==> src/rtl/asf_pkg.sv <==
package asf_pkg;
  localparam int BUS_W       = 32;
  localparam int THR_W       = 5;
  localparam int BIT_TX_FLSH = 0;
  localparam int BIT_RX_FLSH = 1;
  localparam int BIT_TX_DMA  = 4;
  localparam int BIT_RX_DMA  = 5;
  localparam int TX_THR_LSB  = 8;
  localparam int RX_THR_LSB  = 16;
  localparam int RX_LVL_LSB  = 16;
  localparam logic [THR_W-1:0] THR_RESET = 5'd16;

  typedef enum logic [1:0] {
    SEL_CTRL  = 2'd0,
    SEL_LEVEL = 2'd1,
    SEL_IRQ   = 2'd2,
    SEL_DATA  = 2'd3
  } reg_sel_e;

  typedef enum logic {
    DIR_TX = 1'b0,
    DIR_RX = 1'b1
  } dir_e;
endpackage

==> src/rtl/asf_ring.sv <==
module asf_ring #(
  parameter int DW    = 32,
  parameter int DEPTH = 32,
  localparam int AW   = $clog2(DEPTH),
  localparam int LVLW = $clog2(DEPTH + 1)
) (
  input  logic            clk,
  input  logic            rst_n,
  input  logic            flush,
  input  logic            push,
  input  logic [DW-1:0]   wdata,
  input  logic            pop,
  output logic [DW-1:0]   head,
  output logic [LVLW-1:0] level,
  output logic            full,
  output logic            empty
);
  logic [DW-1:0]   mem [DEPTH];
  logic [AW-1:0]   wr_ptr_q, wr_ptr_d;
  logic [AW-1:0]   rd_ptr_q, rd_ptr_d;
  logic [LVLW-1:0] cnt_q, cnt_d;
  logic            push_ok, pop_ok;

  assign empty   = (cnt_q == '0);
  assign full    = (cnt_q == LVLW'(DEPTH));
  assign level   = cnt_q;
  assign head    = mem[rd_ptr_q];
  assign push_ok = push && !full && !flush;
  assign pop_ok  = pop && !empty && !flush;

  always_comb begin
    wr_ptr_d = wr_ptr_q;
    rd_ptr_d = rd_ptr_q;
    cnt_d    = cnt_q;
    if (flush) begin
      wr_ptr_d = '0;
      rd_ptr_d = '0;
      cnt_d    = '0;
    end else begin
      if (push_ok) wr_ptr_d = wr_ptr_q + AW'(1);
      if (pop_ok)  rd_ptr_d = rd_ptr_q + AW'(1);
      case ({push_ok, pop_ok})
        2'b10:   cnt_d = cnt_q + LVLW'(1);
        2'b01:   cnt_d = cnt_q - LVLW'(1);
        default: cnt_d = cnt_q;
      endcase
    end
  end

  always_ff @(posedge clk or negedge rst_n) begin
    if (!rst_n) begin
      wr_ptr_q <= '0;
      rd_ptr_q <= '0;
      cnt_q    <= '0;
    end else begin
      wr_ptr_q <= wr_ptr_d;
      rd_ptr_q <= rd_ptr_d;
      cnt_q    <= cnt_d;
    end
  end

  always_ff @(posedge clk) begin
    if (push_ok) mem[wr_ptr_q] <= wdata;
  end

  p_level_bound_r4: assert property (@(posedge clk) disable iff (!rst_n)
    cnt_q <= LVLW'(DEPTH));
  p_flush_empties_r5: assert property (@(posedge clk) disable iff (!rst_n)
    flush |=> empty);
  p_full_drop_r4: assert property (@(posedge clk) disable iff (!rst_n)
    (full && push && !pop) |=> full);
endmodule

==> src/rtl/asf_dreq.sv <==
module asf_dreq #(
  parameter int           LVLW = 6,
  parameter int           THRW = 5,
  parameter asf_pkg::dir_e DIR = asf_pkg::DIR_TX
) (
  input  logic            en,
  input  logic [LVLW-1:0] level,
  input  logic [THRW-1:0] thr,
  output logic            req
);
  localparam int CW = (LVLW > THRW) ? LVLW : THRW;
  logic [CW-1:0] lvl_x, thr_x;
  logic          hit;

  assign lvl_x = CW'(level);
  assign thr_x = CW'(thr);

  generate
    if (DIR == asf_pkg::DIR_TX) begin : g_room
      assign hit = (lvl_x <= thr_x);
    end else begin : g_fill
      assign hit = (lvl_x >= thr_x);
    end
  endgenerate

  assign req = en && hit;
endmodule

==> src/rtl/asf_regs.sv <==
module asf_regs
  import asf_pkg::*;
#(
  parameter int DW   = 32,
  parameter int LVLW = 6
) (
  input  logic             clk,
  input  logic             rst_n,
  input  logic             bus_wr,
  input  logic             bus_rd,
  input  logic [1:0]       bus_addr,
  input  logic [BUS_W-1:0] bus_wdata,
  output logic [BUS_W-1:0] bus_rdata,
  input  logic [LVLW-1:0]  tx_level,
  input  logic [LVLW-1:0]  rx_level,
  input  logic [DW-1:0]    rx_head,
  input  logic             rx_empty,
  input  logic             tx_unf,
  input  logic             rx_ovf,
  output logic             tx_flush,
  output logic             rx_flush,
  output logic             tx_en,
  output logic             rx_en,
  output logic [THR_W-1:0] tx_thr,
  output logic [THR_W-1:0] rx_thr
);
  logic             ctrl_we, irq_we;
  logic             tx_en_q, tx_en_d, rx_en_q, rx_en_d;
  logic [THR_W-1:0] tx_thr_q, tx_thr_d, rx_thr_q, rx_thr_d;
  logic [1:0]       irq_q, irq_d, irq_clr, irq_set;
  logic [BUS_W-1:0] rd_mux, rdata_q;

  assign ctrl_we  = bus_wr && (bus_addr == SEL_CTRL);
  assign irq_we   = bus_wr && (bus_addr == SEL_IRQ);
  assign tx_flush = ctrl_we && bus_wdata[BIT_TX_FLSH];
  assign rx_flush = ctrl_we && bus_wdata[BIT_RX_FLSH];
  assign irq_clr  = irq_we ? bus_wdata[1:0] : 2'b00;
  assign irq_set  = {rx_ovf, tx_unf};

  always_comb begin
    tx_en_d  = tx_en_q;
    rx_en_d  = rx_en_q;
    tx_thr_d = tx_thr_q;
    rx_thr_d = rx_thr_q;
    if (ctrl_we) begin
      tx_en_d  = bus_wdata[BIT_TX_DMA];
      rx_en_d  = bus_wdata[BIT_RX_DMA];
      tx_thr_d = bus_wdata[TX_THR_LSB +: THR_W];
      rx_thr_d = bus_wdata[RX_THR_LSB +: THR_W];
    end
    irq_d = (irq_q & ~irq_clr) | irq_set;
  end

  always_comb begin
    rd_mux = '0;
    case (bus_addr)
      SEL_CTRL: begin
        rd_mux[BIT_TX_DMA]              = tx_en_q;
        rd_mux[BIT_RX_DMA]              = rx_en_q;
        rd_mux[TX_THR_LSB +: THR_W]     = tx_thr_q;
        rd_mux[RX_THR_LSB +: THR_W]     = rx_thr_q;
      end
      SEL_LEVEL: begin
        rd_mux[0 +: LVLW]               = tx_level;
        rd_mux[RX_LVL_LSB +: LVLW]      = rx_level;
      end
      SEL_IRQ: rd_mux[1:0] = irq_q;
      default: if (!rx_empty) rd_mux[DW-1:0] = rx_head;
    endcase
  end

  always_ff @(posedge clk or negedge rst_n) begin
    if (!rst_n) begin
      tx_en_q  <= 1'b0;
      rx_en_q  <= 1'b0;
      tx_thr_q <= THR_RESET;
      rx_thr_q <= THR_RESET;
      irq_q    <= 2'b00;
      rdata_q  <= '0;
    end else begin
      tx_en_q  <= tx_en_d;
      rx_en_q  <= rx_en_d;
      tx_thr_q <= tx_thr_d;
      rx_thr_q <= rx_thr_d;
      irq_q    <= irq_d;
      if (bus_rd) rdata_q <= rd_mux;
    end
  end

  assign bus_rdata = rdata_q;
  assign tx_en     = tx_en_q;
  assign rx_en     = rx_en_q;
  assign tx_thr    = tx_thr_q;
  assign rx_thr    = rx_thr_q;

  p_irq_set_wins_r10: assert property (@(posedge clk) disable iff (!rst_n)
    tx_unf |=> irq_q[0]);
  p_irq_sticky_r9: assert property (@(posedge clk) disable iff (!rst_n)
    (irq_q[1] && !irq_clr[1]) |=> irq_q[1]);
  p_zero_ctrl_r8: assert property (@(posedge clk) disable iff (!rst_n)
    (ctrl_we && bus_wdata == '0) |=> (!tx_en_q && !rx_en_q && tx_thr_q == '0 && rx_thr_q == '0));
endmodule

==> src/rtl/audio_smpl_fifo.sv <==
module audio_smpl_fifo
  import asf_pkg::*;
#(
  parameter int DW    = 32,
  parameter int DEPTH = 32
) (
  input  logic             clk,
  input  logic             rst_n,
  input  logic             bus_wr,
  input  logic             bus_rd,
  input  logic [1:0]       bus_addr,
  input  logic [BUS_W-1:0] bus_wdata,
  output logic [BUS_W-1:0] bus_rdata,
  input  logic             ser_tx_pop,
  output logic [DW-1:0]    ser_tx_data,
  input  logic             ser_rx_push,
  input  logic [DW-1:0]    ser_rx_data,
  output logic             tx_dreq,
  output logic             rx_dreq
);
  localparam int LVLW = $clog2(DEPTH + 1);

  logic             rst_s0, rst_q_n;
  logic             tx_flush, rx_flush, tx_en, rx_en;
  logic [THR_W-1:0] tx_thr, rx_thr;
  logic [LVLW-1:0]  tx_level, rx_level;
  logic [DW-1:0]    tx_head, rx_head;
  logic             tx_full, tx_empty, rx_full, rx_empty;
  logic             tx_push, rx_pop, tx_unf, rx_ovf;

  always_ff @(posedge clk or negedge rst_n) begin
    if (!rst_n) begin
      rst_s0  <= 1'b0;
      rst_q_n <= 1'b0;
    end else begin
      rst_s0  <= 1'b1;
      rst_q_n <= rst_s0;
    end
  end

  assign tx_push     = bus_wr && (bus_addr == SEL_DATA);
  assign rx_pop      = bus_rd && (bus_addr == SEL_DATA);
  assign tx_unf      = ser_tx_pop && tx_empty;
  assign rx_ovf      = ser_rx_push && rx_full;
  assign ser_tx_data = tx_empty ? '0 : tx_head;

  asf_regs #(.DW(DW), .LVLW(LVLW)) u_regs (
    .clk(clk), .rst_n(rst_q_n),
    .bus_wr(bus_wr), .bus_rd(bus_rd), .bus_addr(bus_addr),
    .bus_wdata(bus_wdata), .bus_rdata(bus_rdata),
    .tx_level(tx_level), .rx_level(rx_level),
    .rx_head(rx_head), .rx_empty(rx_empty),
    .tx_unf(tx_unf), .rx_ovf(rx_ovf),
    .tx_flush(tx_flush), .rx_flush(rx_flush),
    .tx_en(tx_en), .rx_en(rx_en), .tx_thr(tx_thr), .rx_thr(rx_thr)
  );

  asf_ring #(.DW(DW), .DEPTH(DEPTH)) u_tx_ring (
    .clk(clk), .rst_n(rst_q_n), .flush(tx_flush),
    .push(tx_push), .wdata(bus_wdata[DW-1:0]), .pop(ser_tx_pop),
    .head(tx_head), .level(tx_level), .full(tx_full), .empty(tx_empty)
  );

  asf_ring #(.DW(DW), .DEPTH(DEPTH)) u_rx_ring (
    .clk(clk), .rst_n(rst_q_n), .flush(rx_flush),
    .push(ser_rx_push), .wdata(ser_rx_data), .pop(rx_pop),
    .head(rx_head), .level(rx_level), .full(rx_full), .empty(rx_empty)
  );

  asf_dreq #(.LVLW(LVLW), .THRW(THR_W), .DIR(DIR_TX)) u_tx_dreq (
    .en(tx_en), .level(tx_level), .thr(tx_thr), .req(tx_dreq)
  );

  asf_dreq #(.LVLW(LVLW), .THRW(THR_W), .DIR(DIR_RX)) u_rx_dreq (
    .en(rx_en), .level(rx_level), .thr(rx_thr), .req(rx_dreq)
  );

  p_empty_read_zero_r3: assert property (@(posedge clk) disable iff (!rst_q_n)
    (rx_pop && rx_empty) |=> (bus_rdata == '0));
  p_tx_req_off_full_r6: assert property (@(posedge clk) disable iff (!rst_q_n)
    (tx_full && !(tx_thr == THR_W'(DEPTH))) |-> !tx_dreq);
  p_rx_req_on_full_r7: assert property (@(posedge clk) disable iff (!rst_q_n)
    (rx_full && rx_en) |-> rx_dreq);
endmodule

==> config.mk <==
export PLATFORM = sky130hd
export DESIGN_NAME = audio_smpl_fifo
export DESIGN_NICKNAME = d
export VERILOG_FILES = /design/src/rtl/asf_pkg.sv /design/src/rtl/asf_ring.sv /design/src/rtl/asf_dreq.sv /design/src/rtl/asf_regs.sv /design/src/rtl/audio_smpl_fifo.sv
export SDC_FILE = /design/constraint.sdc
export NUM_CORES = 2
export LEC_CHECK = 0
export ABC_AREA = 1
export CORE_ASPECT_RATIO = 0.6
export CORE_MARGIN = 2
export CORE_UTILIZATION = 48
export DETAILED_ROUTE_END_ITERATION = 6
export PLACE_DENSITY_LB_ADDON = 0.08
export SYNTH_ARGS = -nofsm -noshare
export SYNTH_HDL_FRONTEND = slang
export SYNTH_SLANG_ARGS = --single-unit
==> constraint.sdc <==
create_clock -name clk -period 3.4 [get_ports clk]
set_input_delay 0.34 -clock clk [delete_from_list [all_inputs] [get_ports clk]]
set_output_delay 0.34 -clock clk [all_outputs]
set_load 0.02 [all_outputs]
Word-level counts from Yosys, hierarchy flattened. Memories as Yosys holds them, arrays and structs flattened. Index checks and enable logic that the tools add are counted.

Bits of input ports: 72. Memories: 2. Bits in writable memories: 2048. Register bits after elaboration: 80. Word-level logic and storage cells: 102. Output and inout bits: 66.

Memories: u_rx_ring.mem (depth 32, bits a word 32, read ports 1, clocked after Yosys merged registers in 0, write ports 1, RTL line asf_ring.sv:18) `logic [DW-1:0] mem [DEPTH];`; u_tx_ring.mem (depth 32, bits a word 32, read ports 1, clocked after Yosys merged registers in 0, write ports 1, RTL line asf_ring.sv:18).

Bitwise gates (word level): 3. Magnitude comparators: 2. Reductions and logical operators: 36. Equality and inequality tests: 9. Muxes and demuxes: 28. $add $sub $neg: 8.

Operator list (count): 2-to-1 mux 32 bit (2); 2-to-1 mux 5 bit (8); one-hot mux 6 bit (2 select lines) (2); adder 5 x 1 -> 5 bit, second input constant (4); logical AND 1 bit (18); one-hot mux 5 bit (3 select lines) (1); adder 6 x 1 -> 6 bit, second input constant (2); equality test 6 bit, second input constant (2); zero test 6 bit (2); 2-to-1 mux 6 bit (2); one-hot mux 2 bit (3 select lines) (2); subtractor 6 x 1 -> 6 bit, second input constant (2); 2-to-1 mux 10 bit (1); one-hot mux 5 bit (2 select lines) (1); equality test 2 bit, second input constant (4); nonzero test 2 bit (4); equality test 2 x 1 -> 1 bit, second input constant (3); greater-or-equal comparator 6 x 5 -> 1 bit (1); less-or-equal comparator 6 x 5 -> 1 bit (1); zero test 1 bit (6); nonzero test 3 bit (2); 2-to-1 mux 1 bit (4); 2-to-1 mux 2 bit (2); one-hot mux 2 bit (2 select lines) (1); 8 further kinds (9).

Logic depth before layout (Yosys ltp).
Depth after elaboration: 8. Mapped depth: 17. Depth with buffers taken out: 16.

Modules after synthesis. A second synthesis with hierarchy kept.

Cell total of the unflattened synthesis: 7095. Area total of the unflattened synthesis: 86347.8 µm².

Modules (own cells, without submodules): asf_ring at u_tx_ring (sequential area each 31149.9 µm², cells each 3345, times used 1, area an instance 41771.3 µm²); asf_ring at u_rx_ring (sequential area each 31149.9 µm², cells each 3347, times used 1, area an instance 41742.5 µm²); asf_regs (sequential area each 1153.6 µm², cells each 266, times used 1, area an instance 2129.5 µm²); audio_smpl_fifo (sequential area each 50.0 µm², cells each 80, times used 1, area an instance 377.9 µm²); asf_dreq at u_tx_dreq (sequential area each 0.0 µm², cells each 29, times used 1, area an instance 176.4 µm²); asf_dreq at u_rx_dreq (sequential area each 0.0 µm², cells each 28, times used 1, area an instance 150.1 µm²).

Least setup slack after synthesis. OpenSTA, ideal clock, no wires.

Path kind: input -> register. Start point: input bus_addr[1]. End point: memory u_tx_ring.mem[31][0], enable pin. Required time: 2.977 ns. Stages: 7. Buffers on the path: 1. Library setup time: 0.423 ns. Setup slack: 0.476 ns. Arrival time: 2.502 ns. Cells stage by stage: buf_6 nand2_1 nor2_1 nand2_2 inv_1 nand2_1 nor2_1.

Longest elaborated chain between the ends: 7. Elaborated cells on any way between the ends: 10. Classes of those cells: eq/ne: 1; mux: 2; reduce/logical: 7.

Ends and longest elaborated chain: from (decl) (RTL line audio_smpl_fifo.sv:11) `input logic [1:0] bus_addr,`; zero test 2 bit (RTL line asf_regs.sv:33) `assign ctrl_we = bus_wr && (bus_addr == SEL_CTRL);`; logical AND 1 bit (RTL line asf_regs.sv:33); logical AND 1 bit (RTL line asf_regs.sv:35) `assign tx_flush = ctrl_we && bus_wdata[BIT_TX_FLSH];`; zero test 1 bit (RTL line asf_ring.sv:28) `assign push_ok = push && !full && !flush;`; logical AND 1 bit (*) (RTL line asf_ring.sv:28); 2-to-1 mux 1 bit (*) (RTL line asf_ring.sv:63) `if (push_ok) mem[wr_ptr_q] <= wdata;`; 2-to-1 mux 1 bit (implied by the code) (*) (RTL line asf_ring.sv:63); to (decl) (RTL line asf_ring.sv:18).

Every way passes the cells marked *; elsewhere a longest branch is shown, timed or not.

Worst setup path after layout.
Start point: register u_tx_ring.cnt_q[2], in the netlist u_tx_ring.level[2]. End point: output ser_tx_data[27].

Longest elaborated chain between the ends: 2.

Ends and longest elaborated chain: from (decl) (RTL line asf_ring.sv:21) `logic [LVLW-1:0] cnt_q, cnt_d;`; from (signal assigned) (RTL line asf_ring.sv:58) `cnt_q <= cnt_d;`; zero test 6 bit (RTL line asf_ring.sv:24) `assign empty = (cnt_q == '0);`; 2-to-1 mux 32 bit (RTL line audio_smpl_fifo.sv:45) `assign ser_tx_data = tx_empty ? '0 : tx_head;`; to (decl) (RTL line audio_smpl_fifo.sv:15) `output logic [DW-1:0] ser_tx_data,`.

No other way between the ends.

==> implementation parameters <==
Parameter                              Value

Logic synthesis
  Average size of a mapped cell    13.28 um^2
  Synthesized instance count    6314
  Synth Register Bits    ~2100
  Most used flip-flop cell after synthesis    sky130_fd_sc_hd__edfxtp_1
  Count of flip-flops with a built-in enable after synthesis    slightly above 2000
  Yosys synthesis warning count    0
  Top cells by area, synth    sky130_fd_sc_hd__edfxtp_1 (73%), sky130_fd_sc_hd__o21ai_0 (6.1%), sky130_fd_sc_hd__nor2_1 (5.5%), sky130_fd_sc_hd__dfrtp_1 (2.3%), sky130_fd_sc_hd__o22ai_1 (2.3%)
  Leading cell type by number of instances after synthesis    sky130_fd_sc_hd__edfxtp_1
  Number of unique standard cell types used by synthesis    about 50
  Library cell occupying the most area in the post-synthesis netlist    sky130_fd_sc_hd__edfxtp_1
  Yosys top cell area share    0.7336
  Mapped Area    83830 um^2
  Sequential area share after synthesis    0.7575
  Ys async rst share    0.03759
  Synth top cells by count    sky130_fd_sc_hd__edfxtp_1 (2048), sky130_fd_sc_hd__nor2_1 (1223), sky130_fd_sc_hd__o21ai_0 (1022), sky130_fd_sc_hd__nand2_1 (360), sky130_fd_sc_hd__o22ai_1 (308)
  Synthesized netlist net count    around 6400

Global routing
  GRT Util Overall    0.2963
  Global-route wire length before repair    roughly 380000 um
  Number of antenna violations at the first check in global routing    18
  Vias in the first global route    roughly 51000
  Maximum number of pins on one net before global-route repair    about 160
  Grt total ovfl    0

CTS
  Total clock sinks    roughly 2100
  Clock latency of the later-clocked register in the worst-skew pair    0.86 ns
  Clock edge transition at the registers on the reported setup and hold paths    about 0.06 ns
  Worst-case clock buffer depth    4
  Htree depth    4
  TritonCTS buffer count    200
  Clock tree from TritonCTS    built
  Clock root buffer    sky130_fd_sc_hd__clkbuf_16

Power
  Reported leakage power    around 32 nW
  Pwr Density    slightly above 800 nW/um^2
  Largest voltage drop on the vdd net    around 560 uV
  Overall power consumption    a little under 80 mW

Worst setup path
  Worst-path maximum fanout    23
  Standard cell with the maximum stage delay on the critical path    sky130_fd_sc_hd__nand3_2
  Startpoint types    register
  Crit path DAT    3.08 ns
  Cell-by-cell listing of the critical path    nor2_1 -> nand3_2 -> buf_12 -> and3_2 -> buf_12 -> clkdlybuf4s15_2
  Kind of cell adding the most delay to the critical path    simple AND/OR/NAND/NOR gates
  Data required, critical path    about 3.1 ns
  Element type at the critical path end    primary output
  Slowest Stage Delay on Critical Path    0.48 ns
  CP bufs+invs    3
  Critical Path Most Common Cell    sky130_fd_sc_hd__buf_12
  Category of the most critical setup path    reg2out

Timing
  Clock period minus worst slack    3.421 ns
  Min setup slack post-route    -0.02093 ns
  # setup viols final    2
  RSZ-0062 raised after global routing    yes
  Count of final hold-check violations    0
  Worst Max-Slew Pin Slew    1.356 ns
  Fin crit share    1.006
  Fin. max-slew vios    0
  Max_slew headroom    0.09284
  Final-layout setup total negative slack    -0.02098 ns
  Clock Skew    approximately 0.047 ns
  Highest achievable clock rate    292.3 MHz

Die
  Initial standard-cell utilization of the core    0.4845
  Chip height    327.7 um
  Number of top-level pins    approximately 140
  Floorplan core area    about 170000 um^2
  Number of core rows    roughly 120
  Die area    approximately 180000 um^2
  Chip Width    543.5 um

Final layout
  Number of nets at the end of the flow    6685
  Filler cells    between 10000 and 15000
  Synthesis-to-layout area growth    16.92%
  Ratio of cells with drive above 1 in the final layout    0.1221

Routing
  Vias/cell    about 6
  Detailed-routing iteration count for the pre-antenna-repair pass    7
  Count of unresolved DRC violations after routing    0
  Final antenna-violating net count    0
  Wire length after detailed routing    approximately 270000 um
  Per-cell routed wire length    just under 30 um
  Initial detailed-routing violation count    ~8400
  DR vias    about 56000

Outcome
  Failing checks    negative setup slack
  Status    finished with violations

Placed design
  Number of input and output port buffers inserted    between 100 and 150
  Final HPWL from detailed placement    roughly 140000 um
  Pre-CTS worst setup slack    0.2449 ns
  RD Place Congestion    between 0.8 and 0.9

Worst hold path
  Min-Delay Path Class    in2async

Run
  Max Cap Violations    0
[final timing paths]
check                                         from               endpoint  slack (ns)  cells after the start
min in group clk                       ser_rx_push        u_regs.irq_q[1]        0.28                      3
worst max-delay path            u_tx_ring.level[2]        ser_tx_data[27]       -0.02                      6
worst max register to register  u_tx_ring.level[2]     u_tx_ring.level[5]        0.62                     16
max in group asynchronous                  rst_q_n  u_rx_ring.rd_ptr_q[4]        2.19                      1
worst min-delay path                         rst_n                rst_q_n        0.23                      2
worst min register to register              rst_s0                rst_q_n        0.35                      0
[metal layers]
metal  up-vias  wire [um]  track usage
met5         -         75            0
met1     28430     126100       0.4940
li1      24240          -            -
met4        12       4791      0.05850
met3       357      30960      0.06964
met2      3052     106200       0.3886
[repair_timing]
action,CTS,global route
gates cloned,20,1
resized for setup,166,63
buffers inserted,20,7
setup endpoints to repair,34,32
pin swaps,13,20
hold buffers,1,0
hold endpoints to repair,2,0
[sequential cells by signal, summed over array words and instances (netlist names)]
| signal | flops |
|---|---|
| u_rx_ring.rd_ptr_q | 5 |
| u_rx_ring.level | 6 |
| u_tx_ring.mem | 1024 |
| u_rx_ring.mem | 1024 |
| u_tx_ring.rd_ptr_q | 5 |
| u_regs.rx_en | 1 |
| u_regs.bus_rdata | 32 |
| u_regs.rx_thr | 5 |
| rst_q_n | 1 |
| u_regs.tx_thr | 5 |
| u_rx_ring.wr_ptr_q | 5 |
| rst_s0 | 1 |
| u_regs.irq_q | 2 |
| u_regs.tx_en | 1 |
| u_tx_ring.level | 6 |
| u_tx_ring.wr_ptr_q | 5 |
[final cells by class]
| type | instances | area, um^2 | share of cell area |
|---|---|---|---|
| diodes | 4 | 10.01 | 0.0001021 |
| clock buffers | 245 | 5331 | 0.05440 |
| clock inverters | 112 | 975.9 | 0.009958 |
| inverters | 90 | 395.4 | 0.004034 |
| multi-input cells | 3661 | 18690 | 0.1906 |
| flip-flops and latches | 2128 | 63530 | 0.6482 |
| well taps | 2340 | 2928 | 0.02987 |
| repair buffers | 501 | 6087 | 0.06211 |
| repair inverters | 5 | 62.56 | 0.0006383 |
[per-stage QoR]
stage / util / instances / instance area (um^2) / hold slack, ns
after global placement: 0.5236 / 8677 / 90590 / 0.3375
after global routing: 0.5664 / 9084 / 98000 / 0.1946
after floorplan: - / 6314 / 83830 / 0.04441
final: 0.5664 / 9086 / 98010 / 0.2323
after detailed placement: 0.5236 / 8677 / 90590 / 0.3449
after CTS: 0.5656 / 9075 / 97870 / 0.1877
[layout by cell type (no fill, tap or decap), types with 8 or more instances in the layout]
master / Yosys / routed
sky130_fd_sc_hd__nand4_1: 118 / 118
sky130_fd_sc_hd__buf_6: 14 / 9
sky130_fd_sc_hd__nor2_1: 1223 / 1155
sky130_fd_sc_hd__o21ai_1: 73 / 97
sky130_fd_sc_hd__clkinv_2: 0 / 36
sky130_fd_sc_hd__inv_1: 75 / 70
sky130_fd_sc_hd__nand2_2: 8 / 8
sky130_fd_sc_hd__buf_12: 0 / 113
sky130_fd_sc_hd__and3_4: 0 / 16
sky130_fd_sc_hd__clkdlybuf4s50_1: 0 / 103
sky130_fd_sc_hd__ha_1: 26 / 26
sky130_fd_sc_hd__bufinv_16: 0 / 18
sky130_fd_sc_hd__o22ai_1: 308 / 307
sky130_fd_sc_hd__nor3_1: 12 / 11
sky130_fd_sc_hd__nand2_1: 360 / 360
sky130_fd_sc_hd__inv_2: 8 / 11
sky130_fd_sc_hd__o211ai_1: 91 / 91
sky130_fd_sc_hd__a21oi_1: 57 / 55
sky130_fd_sc_hd__dfrtp_1: 78 / 68
sky130_fd_sc_hd__buf_16: 0 / 18
sky130_fd_sc_hd__clkbuf_1: 261 / 36
sky130_fd_sc_hd__clkbuf_16: 0 / 207
sky130_fd_sc_hd__nand3_1: 153 / 153
sky130_fd_sc_hd__and3_1: 32 / 12
sky130_fd_sc_hd__o21ai_0: 1022 / 988
sky130_fd_sc_hd__nor2_4: 5 / 71
sky130_fd_sc_hd__bufbuf_16: 0 / 9
sky130_fd_sc_hd__edfxtp_1: 2048 / 2048
sky130_fd_sc_hd__o21ai_2: 2 / 11
sky130_fd_sc_hd__clkinv_1: 5 / 56
sky130_fd_sc_hd__buf_4: 20 / 227
sky130_fd_sc_hd__o221ai_1: 137 / 136
[power by group]
part	leakage (nW)	switching, mW	internal, mW
Sequential	19.4	0.713	29.8
Clock	3.09	9.78	12.5
Combinational	9.36	17.1	8.92
Total	31.9	27.6	51.2
[cell families (layout without fill, tap and decap cells)]
family	count (synthesis)	count (layout)	share of synthesized area
AOI/OAI and AO/OA	1708	1708	0.1162
xor gates and xnor gates	3	3	0.0003135
adders and majority gates	26	26	0.003881
buffers and inverters	525	953	0.02743
DFF	2128	2128	0.7575
muxes	3	3	0.0004030
other	1	5	0.00004473
and+or+nand+nor	1920	1920	0.09421
[worst register-to-register path, cell delays in order, from the launching register on]
cell and delay [ns]:
sky130_fd_sc_hd__dfrtp_1 0.45, sky130_fd_sc_hd__nor2_1 0.19, sky130_fd_sc_hd__nand3_2 0.48, sky130_fd_sc_hd__nand2_2 0.42, sky130_fd_sc_hd__nor2_4 0.09, sky130_fd_sc_hd__nand2_2 0.12, sky130_fd_sc_hd__inv_1 0.09, sky130_fd_sc_hd__ha_1 0.33
sky130_fd_sc_hd__nand2_1 0.06, sky130_fd_sc_hd__inv_1 0.07, sky130_fd_sc_hd__nand2_1 0.06, sky130_fd_sc_hd__nand2_1 0.06, sky130_fd_sc_hd__inv_1 0.05, sky130_fd_sc_hd__nand2_1 0.06, sky130_fd_sc_hd__nand2_1 0.05, sky130_fd_sc_hd__nand3_1 0.06
sky130_fd_sc_hd__nand2_1 0.05
Note: power is estimated with default switching activity, not from simulation.
